File: config.mk
export PLATFORM = sky130hd
export DESIGN_NAME = dram_refresh_seq
export DESIGN_NICKNAME = d
export VERILOG_FILES = /design/src/rtl/rfs_pkg.sv /design/src/rtl/rfs_interval_timer.sv /design/src/rtl/rfs_backlog.sv /design/src/rtl/rfs_cycle_fsm.sv /design/src/rtl/dram_refresh_seq.sv
export SDC_FILE = /design/constraint.sdc
export NUM_CORES = 1
export LEC_CHECK = 0
export BUFFER_PORTS_ARGS = -buffer_cell sky130_fd_sc_hd__buf_2
export CAP_MARGIN = 10
export CORE_UTILIZATION = 25
export DETAILED_ROUTE_END_ITERATION = 7
export GPL_TIMING_DRIVEN = 0
export PLACE_DENSITY = 0.37
export SLEW_MARGIN = 15
export SYNTH_ARGS = -nofsm -noshare
export SYNTH_HDL_FRONTEND = slang
export SYNTH_SLANG_ARGS = --single-unit
File: constraint.sdc
create_clock -name clk -period 4.68 [get_ports clk]
set_input_delay 0 -clock clk [delete_from_list [all_inputs] [get_ports clk]]
set_output_delay 0 -clock clk [all_outputs]
set_load 0.01 [all_outputs]
File: src/rtl/rfs_pkg.sv
package rfs_pkg;

   typedef enum logic [2:0] {
      ST_PAUSE = 3'd0,
      ST_IDLE  = 3'd1,
      ST_LEAD  = 3'd2,
      ST_ACT   = 3'd3,
      ST_PRE   = 3'd4
   } rfs_state_t;

   function automatic int max4(input int a, input int b, input int c, input int d);
      int m;
      m = a;
      if (b > m) m = b;
      if (c > m) m = c;
      if (d > m) m = d;
      return m;
   endfunction

endpackage

File: src/rtl/rfs_interval_timer.sv
module rfs_interval_timer #(
   parameter int INTERVAL = 1560
) (
   input  logic clk,
   input  logic rst_n,
   input  logic run,
   output logic tick
);
   generate
      if (INTERVAL == 1) begin : g_every
         assign tick = run;
      end else begin : g_count
         localparam int CW = $clog2(INTERVAL);
         localparam logic [CW-1:0] LAST = CW'(INTERVAL - 1);
         logic [CW-1:0] cnt;

         always_ff @(posedge clk or negedge rst_n) begin
            if (!rst_n) begin
               cnt <= '0;
            end else if (run) begin
               if (cnt == LAST) cnt <= '0;
               else             cnt <= cnt + 1'b1;
            end
         end

         assign tick = run && (cnt == LAST);
      end
   endgenerate
endmodule

File: src/rtl/rfs_backlog.sv
module rfs_backlog #(
   parameter int MAX_POSTPONE = 8
) (
   input  logic clk,
   input  logic rst_n,
   input  logic tick,
   input  logic done,
   output logic owed,
   output logic full
);
   localparam int CW = $clog2(MAX_POSTPONE + 1);
   localparam logic [CW:0] CAP = (CW+1)'(MAX_POSTPONE);

   logic [CW-1:0] count;
   logic [CW:0]   sum;

   always_comb begin
      sum = {1'b0, count} + (CW+1)'(tick) - (CW+1)'(done);
      if (sum > CAP) sum = CAP;
   end

   always_ff @(posedge clk or negedge rst_n) begin
      if (!rst_n) count <= '0;
      else        count <= sum[CW-1:0];
   end

   assign owed = (count != '0);
   assign full = ({1'b0, count} == CAP);
endmodule

File: src/rtl/rfs_cycle_fsm.sv
module rfs_cycle_fsm
   import rfs_pkg::*;
#(
   parameter int PAUSE_CYC   = 20000,
   parameter int INIT_CYC    = 8,
   parameter int LEAD_CYC    = 2,
   parameter int ACT_CYC     = 8,
   parameter int PRE_CYC     = 6,
   parameter bit CHAIN_BURST = 1'b1
) (
   input  logic clk,
   input  logic rst_n,
   input  logic grant,
   input  logic owed,
   output logic init_done,
   output logic done,
   output logic own,
   output logic ras_n,
   output logic cas_n
);
   localparam int MAXPH = max4(PAUSE_CYC, LEAD_CYC, ACT_CYC, PRE_CYC);
   localparam int PW    = $clog2(MAXPH + 1);
   localparam int IW    = $clog2(INIT_CYC + 1);

   rfs_state_t    state;
   logic [PW-1:0] phase;
   logic [IW-1:0] init_left;
   logic          phase_end;
   logic          chain_ok;
   logic          again;

   generate
      if (CHAIN_BURST) begin : g_chain
         assign chain_ok = owed && grant;
      end else begin : g_single
         assign chain_ok = 1'b0;
      end
   endgenerate

   assign phase_end = (phase == '0);
   assign again     = init_done ? chain_ok : (init_left != '0);

   always_ff @(posedge clk or negedge rst_n) begin
      if (!rst_n) begin
         state     <= ST_PAUSE;
         phase     <= PW'(PAUSE_CYC - 1);
         init_left <= IW'(INIT_CYC);
         init_done <= 1'b0;
      end else begin
         case (state)
            ST_PAUSE: begin
               if (phase_end) begin
                  state <= ST_LEAD;
                  phase <= PW'(LEAD_CYC - 1);
               end else begin
                  phase <= phase - 1'b1;
               end
            end
            ST_IDLE: begin
               if (init_done && owed && grant) begin
                  state <= ST_LEAD;
                  phase <= PW'(LEAD_CYC - 1);
               end
            end
            ST_LEAD: begin
               if (phase_end) begin
                  state <= ST_ACT;
                  phase <= PW'(ACT_CYC - 1);
               end else begin
                  phase <= phase - 1'b1;
               end
            end
            ST_ACT: begin
               if (phase_end) begin
                  state <= ST_PRE;
                  phase <= PW'(PRE_CYC - 1);
                  if (!init_done) init_left <= init_left - 1'b1;
               end else begin
                  phase <= phase - 1'b1;
               end
            end
            ST_PRE: begin
               if (phase_end) begin
                  if (again) begin
                     state <= ST_ACT;
                     phase <= PW'(ACT_CYC - 1);
                  end else begin
                     state <= ST_IDLE;
                     if (!init_done) init_done <= 1'b1;
                  end
               end else begin
                  phase <= phase - 1'b1;
               end
            end
            default: begin
               state <= ST_IDLE;
            end
         endcase
      end
   end

   assign done  = init_done && (state == ST_ACT) && phase_end;
   assign own   = (state == ST_LEAD) || (state == ST_ACT) || (state == ST_PRE);
   assign ras_n = (state != ST_ACT);
   assign cas_n = !own;
endmodule

File: src/rtl/dram_refresh_seq.sv
module dram_refresh_seq #(
   parameter int PAUSE_CYC        = 20000,
   parameter int INIT_CYC         = 8,
   parameter int REFRESH_INTERVAL = 1560,
   parameter int MAX_POSTPONE     = 8,
   parameter int LEAD_CYC         = 2,
   parameter int ACT_CYC          = 8,
   parameter int PRE_CYC          = 6,
   parameter bit CHAIN_BURST      = 1'b1
) (
   input  logic clk,
   input  logic rst_n,
   input  logic ref_grant,
   output logic ref_req,
   output logic ref_urgent,
   output logic init_done,
   output logic strobe_own,
   output logic mem_ras_n,
   output logic mem_cas_n,
   output logic mem_we_n,
   output logic mem_oe_n
);
   generate
      if (PAUSE_CYC < 1)        begin : g_bad_pause  $error("PAUSE_CYC must be at least 1");        end
      if (INIT_CYC < 1)         begin : g_bad_init   $error("INIT_CYC must be at least 1");         end
      if (REFRESH_INTERVAL < 1) begin : g_bad_intv   $error("REFRESH_INTERVAL must be at least 1"); end
      if (MAX_POSTPONE < 1)     begin : g_bad_post   $error("MAX_POSTPONE must be at least 1");     end
      if (LEAD_CYC < 1 || ACT_CYC < 1 || PRE_CYC < LEAD_CYC)
                                begin : g_bad_phase  $error("phase lengths out of range");          end
   endgenerate

   logic tick;
   logic done;
   logic owed;
   logic full;

   rfs_interval_timer #(
      .INTERVAL (REFRESH_INTERVAL)
   ) u_timer (
      .clk   (clk),
      .rst_n (rst_n),
      .run   (init_done),
      .tick  (tick)
   );

   rfs_backlog #(
      .MAX_POSTPONE (MAX_POSTPONE)
   ) u_backlog (
      .clk   (clk),
      .rst_n (rst_n),
      .tick  (tick),
      .done  (done),
      .owed  (owed),
      .full  (full)
   );

   rfs_cycle_fsm #(
      .PAUSE_CYC   (PAUSE_CYC),
      .INIT_CYC    (INIT_CYC),
      .LEAD_CYC    (LEAD_CYC),
      .ACT_CYC     (ACT_CYC),
      .PRE_CYC     (PRE_CYC),
      .CHAIN_BURST (CHAIN_BURST)
   ) u_fsm (
      .clk       (clk),
      .rst_n     (rst_n),
      .grant     (ref_grant),
      .owed      (owed),
      .init_done (init_done),
      .done      (done),
      .own       (strobe_own),
      .ras_n     (mem_ras_n),
      .cas_n     (mem_cas_n)
   );

   assign ref_req    = init_done && (owed || strobe_own);
   assign ref_urgent = full;
   assign mem_we_n   = 1'b1;
   assign mem_oe_n   = 1'b1;
endmodule

==> impl_metrics.toml <==
[floorplanning]
die-area_mm2 = 0.00966
dieHeight_um = 98.3
core_area_mm2 = 0.00885
rows = 34
initial_core_util = 0.262
dieWidth_um = 98.3
io_pins = 11

[route]
ant_nets = 0
drt_iter0_markers = 74
vias = 1837
first_pass_iters = 6
viasPerCell = 4.87
wl_per_cell_um = 14.0
routed_wl_mm = 5.27
route.detailed.drc = 0

[placement]
io_buffers = 8
hpwl_mm = 3.65
place.gp.congestion = 0.759
pre_cts_ws_ns = 0.809
placed_area_mm2 = 0.00250

[worst_setup_path]
cp.required_ns = 4.86
arrival_ns = 4.05
startpoint_type = "flop"
cp-end-kind = "flop"
critical_path.top_delay_family = "simple AND/OR/NAND/NOR gates"
critPathMaxStageDelay_ns = 0.54
path_class = "reg -> reg"
slowest_stage = "or4_1"
crit_path_cell_trace = "or4_1 > buf_2 > or4_4 > buf_6 > nor3_1 > ha_1 > inv_1 > ha_1 > inv_1 > fa_1 > nor2b_1 > a31oi_1 > nor2_1 > a211oi_1 > or2_2"
crit_buf_inv = 4
crit_fanout = 10

[layout]
final_util = 0.299
antenna_cells = 0
final_cell_area_mm2 = 0.00265
syn_to_final_growth_pct = 14.3
multi_input_area_mm2 = 0.00120
nNetsFinal = 283
n_fill_cell = 952
drive_gt1_frac = 0.171
regArea_um2 = 963

[synth]
netlist_area_mm2 = 0.00232
async_flop_share = 1.00
synth-simple-area-share = 0.225
ys.flop_type = "dfrtp_1"
synth_cells = 251
syn_avg_cell_area_um2 = 9.23
synth-edff-count = 0
synth_mux_area_frac = 0.0216
yosysWarnings = 0
ys_ff_latch = 38
synth-compound-area-share = 0.152
synth_top_family_by_area = "simple AND/OR/NAND/NOR gates"
yosys.area_share.adder = 0.0680
yosysUniqueCellTypes = 50
ys_seq_area_frac = 0.416
synth-xor-area-share = 0.0491

[timing]
hold_viol = 0
fmax_mhz = 259
rsz0062_at_grt = "no"
period_needed_ns = 3.86
finalMaxSlewViolations = 0
finClkSkew_ns = 0.00554
setup_viol = 0
period_share = 0.826
worstMarginPinSlew_ns = 1.16
finalWorstSetupSlack_ns = 0.816
slew_headroom = 0.216
tns_ns = 0

[grt]
grt_overflow = 0
grt_pass1_wl_mm = 9.24
grt_max_degree = 39
grt_pass1_vias = 1771
antenna_found_initial = 0
grtUsageTotal = 0.120

[pwr]
power_uw = 696
powerDensity_mw_per_mm2 = 263
peakVddDrop_uv = 99.6
leakagePower_uw = 0.00111

[clock_network]
cts_max_path_buffers = 2
root_buffer = "clkbuf_8"
clkSinkCount = 38
cts_made_buffers = 5
insertion_delay_ns = 0.29
cts_htree_levels = 2
cts_tree = "built"
cts_setup_buffers = 0
clkTransAtPathRegs_ns = 0.08

[hold_path]
hold_path_class = "in -> reg"

[flow_run]
maxCapViolations = 0

[run_status]
status = "completed"
registers in the layout, summed over array words and instances (netlist names):
name                 count
u_fsm.phase             15
u_timer.g_count.cnt     11
u_backlog.count          4
u_fsm.init_left          4
u_fsm.state              3
u_fsm.init_done          1
cells in the mapped netlist (all sizes together) (3+ instances only):
cell type,count,area share
or4,5,0.018
a31oi,6,0.016
inv,17,0.028
ha,11,0.059
nor2b,3,0.0081
xor2,6,0.023
dfstp,10,0.11
nand3,3,0.0065
a211oi,3,0.0097
a21oi,8,0.017
nor3b,5,0.016
dfrtp,28,0.30
o31ai,10,0.032
and3,5,0.013
nor2,30,0.050
o41ai,5,0.019
mux2i,5,0.022
nand2,15,0.024
xnor2,7,0.026
nor3,11,0.028
a21o,3,0.0097
buf,7,0.023
o21ai,9,0.019
or2,5,0.013
nor4,3,0.011
clkbuf,10,0.016
layer usage:
metal / global-route usage / share of wire / vias up
li1: - / - / 913
met1: 0.175 / 0.54 / 893
met2: 0.181 / 0.42 / 25
met3: 0.0229 / 0.025 / 6
met4: 0.0344 / 0.011 / 0
met5: 0 / 0 / -
cell families (layout without fill, tap and decap cells):
logic type | after synthesis | in the layout
simple gates | 96 | 96
buf+inv | 34 | 51
mux | 5 | 5
compound gates | 52 | 52
other cells | 1 | 2
fa+ha+maj | 12 | 12
flops | 38 | 38
xor+xnor | 13 | 13
final cells by class:
type | instances | share of cell area
Multi-Input combinational cell | 180 | 0.454
Sequential cell | 38 | 0.364
Tap cell | 108 | 0.0510
Buffer | 17 | 0.0345
Clock buffer | 6 | 0.0312
Inverter | 17 | 0.0241
Clock inverter | 2 | 0.0227
Timing Repair Buffer | 9 | 0.0189
placed cells by master, fill, tap and decap left out, drive strengths merged, types with 2 or more instances in the layout:
| cell type | n |
|---|---|
| nor3 | 11 |
| nand4 | 2 |
| dfstp | 10 |
| or3b | 2 |
| nand3 | 3 |
| o22ai | 2 |
| inv | 17 |
| a211oi | 3 |
| xnor2 | 7 |
| or2 | 5 |
| xor2 | 6 |
| conb | 2 |
| clkbuf | 16 |
| a31oi | 6 |
| ha | 11 |
| nor3b | 5 |
| nor2 | 30 |
| a21o | 3 |
| o31ai | 10 |
| and3 | 5 |
| nor2b | 3 |
| nand2b | 2 |
| a21oi | 8 |
| bufinv | 2 |
| dfrtp | 28 |
| nand2 | 15 |
| mux2i | 5 |
| nor4 | 3 |
| o41ai | 5 |
| o21ai | 9 |
| buf | 15 |
| or4 | 5 |
report_power, final:
| part | total (uW) | switching, uW | internal (uW) | leakage, uW |
|---|---|---|---|---|
| Combinational | 10.0 | 7.81 | 2.19 | 0.000570 |
| Sequential | 328 | 0 | 328 | 0.000465 |
| Clock | 357 | 130 | 228 | 0.0000714 |
| Total | 696 | 137 | 558 | 0.00111 |
path summary, 6_finish.rpt:
| kind | start | to | slack, ns | depth (start not counted) |
|---|---|---|---|---|
| min in group asynchronous | rst_n | u_fsm.phase[5] | 0.39 | 2 |
| max reg2reg | u_fsm.phase[8] | u_backlog.count[3] | 0.82 | 15 |
| min reg2reg | u_fsm.init_left[3] | u_fsm.init_left[3] | 0.49 | 1 |
| min | ref_grant | u_fsm.state[0] | 0.24 | 5 |
| max | u_fsm.phase[8] | u_backlog.count[3] | 0.82 | 15 |
| max in group asynchronous | rst_n | u_backlog.count[3] | 3.72 | 2 |
worst min-delay path: cells and delay by family:
kind | cells | cell delay (ns)
AO/OA/AOI/OAI | 2 | 0.26
AND/OR/NAND/NOR | 2 | 0.14
buffers and inverters | 1 | 0.10
what timing repair did:
item	in CTS	in global routing
resized for setup	0	0
hold endpoints to repair	28	0
hold buffers	1	0
through the flow:
| stage | cells | hold WS (ns) |
|---|---|---|
| after floorplan | 252 | -0.296 |
| after global placement | 368 | 0.211 |
| after detailed placement | 368 | 0.211 |
| after CTS | 377 | 0.240 |
| after global routing | 377 | 0.286 |
| final | 377 | 0.242 |
(Power assumes the default switching activity.)
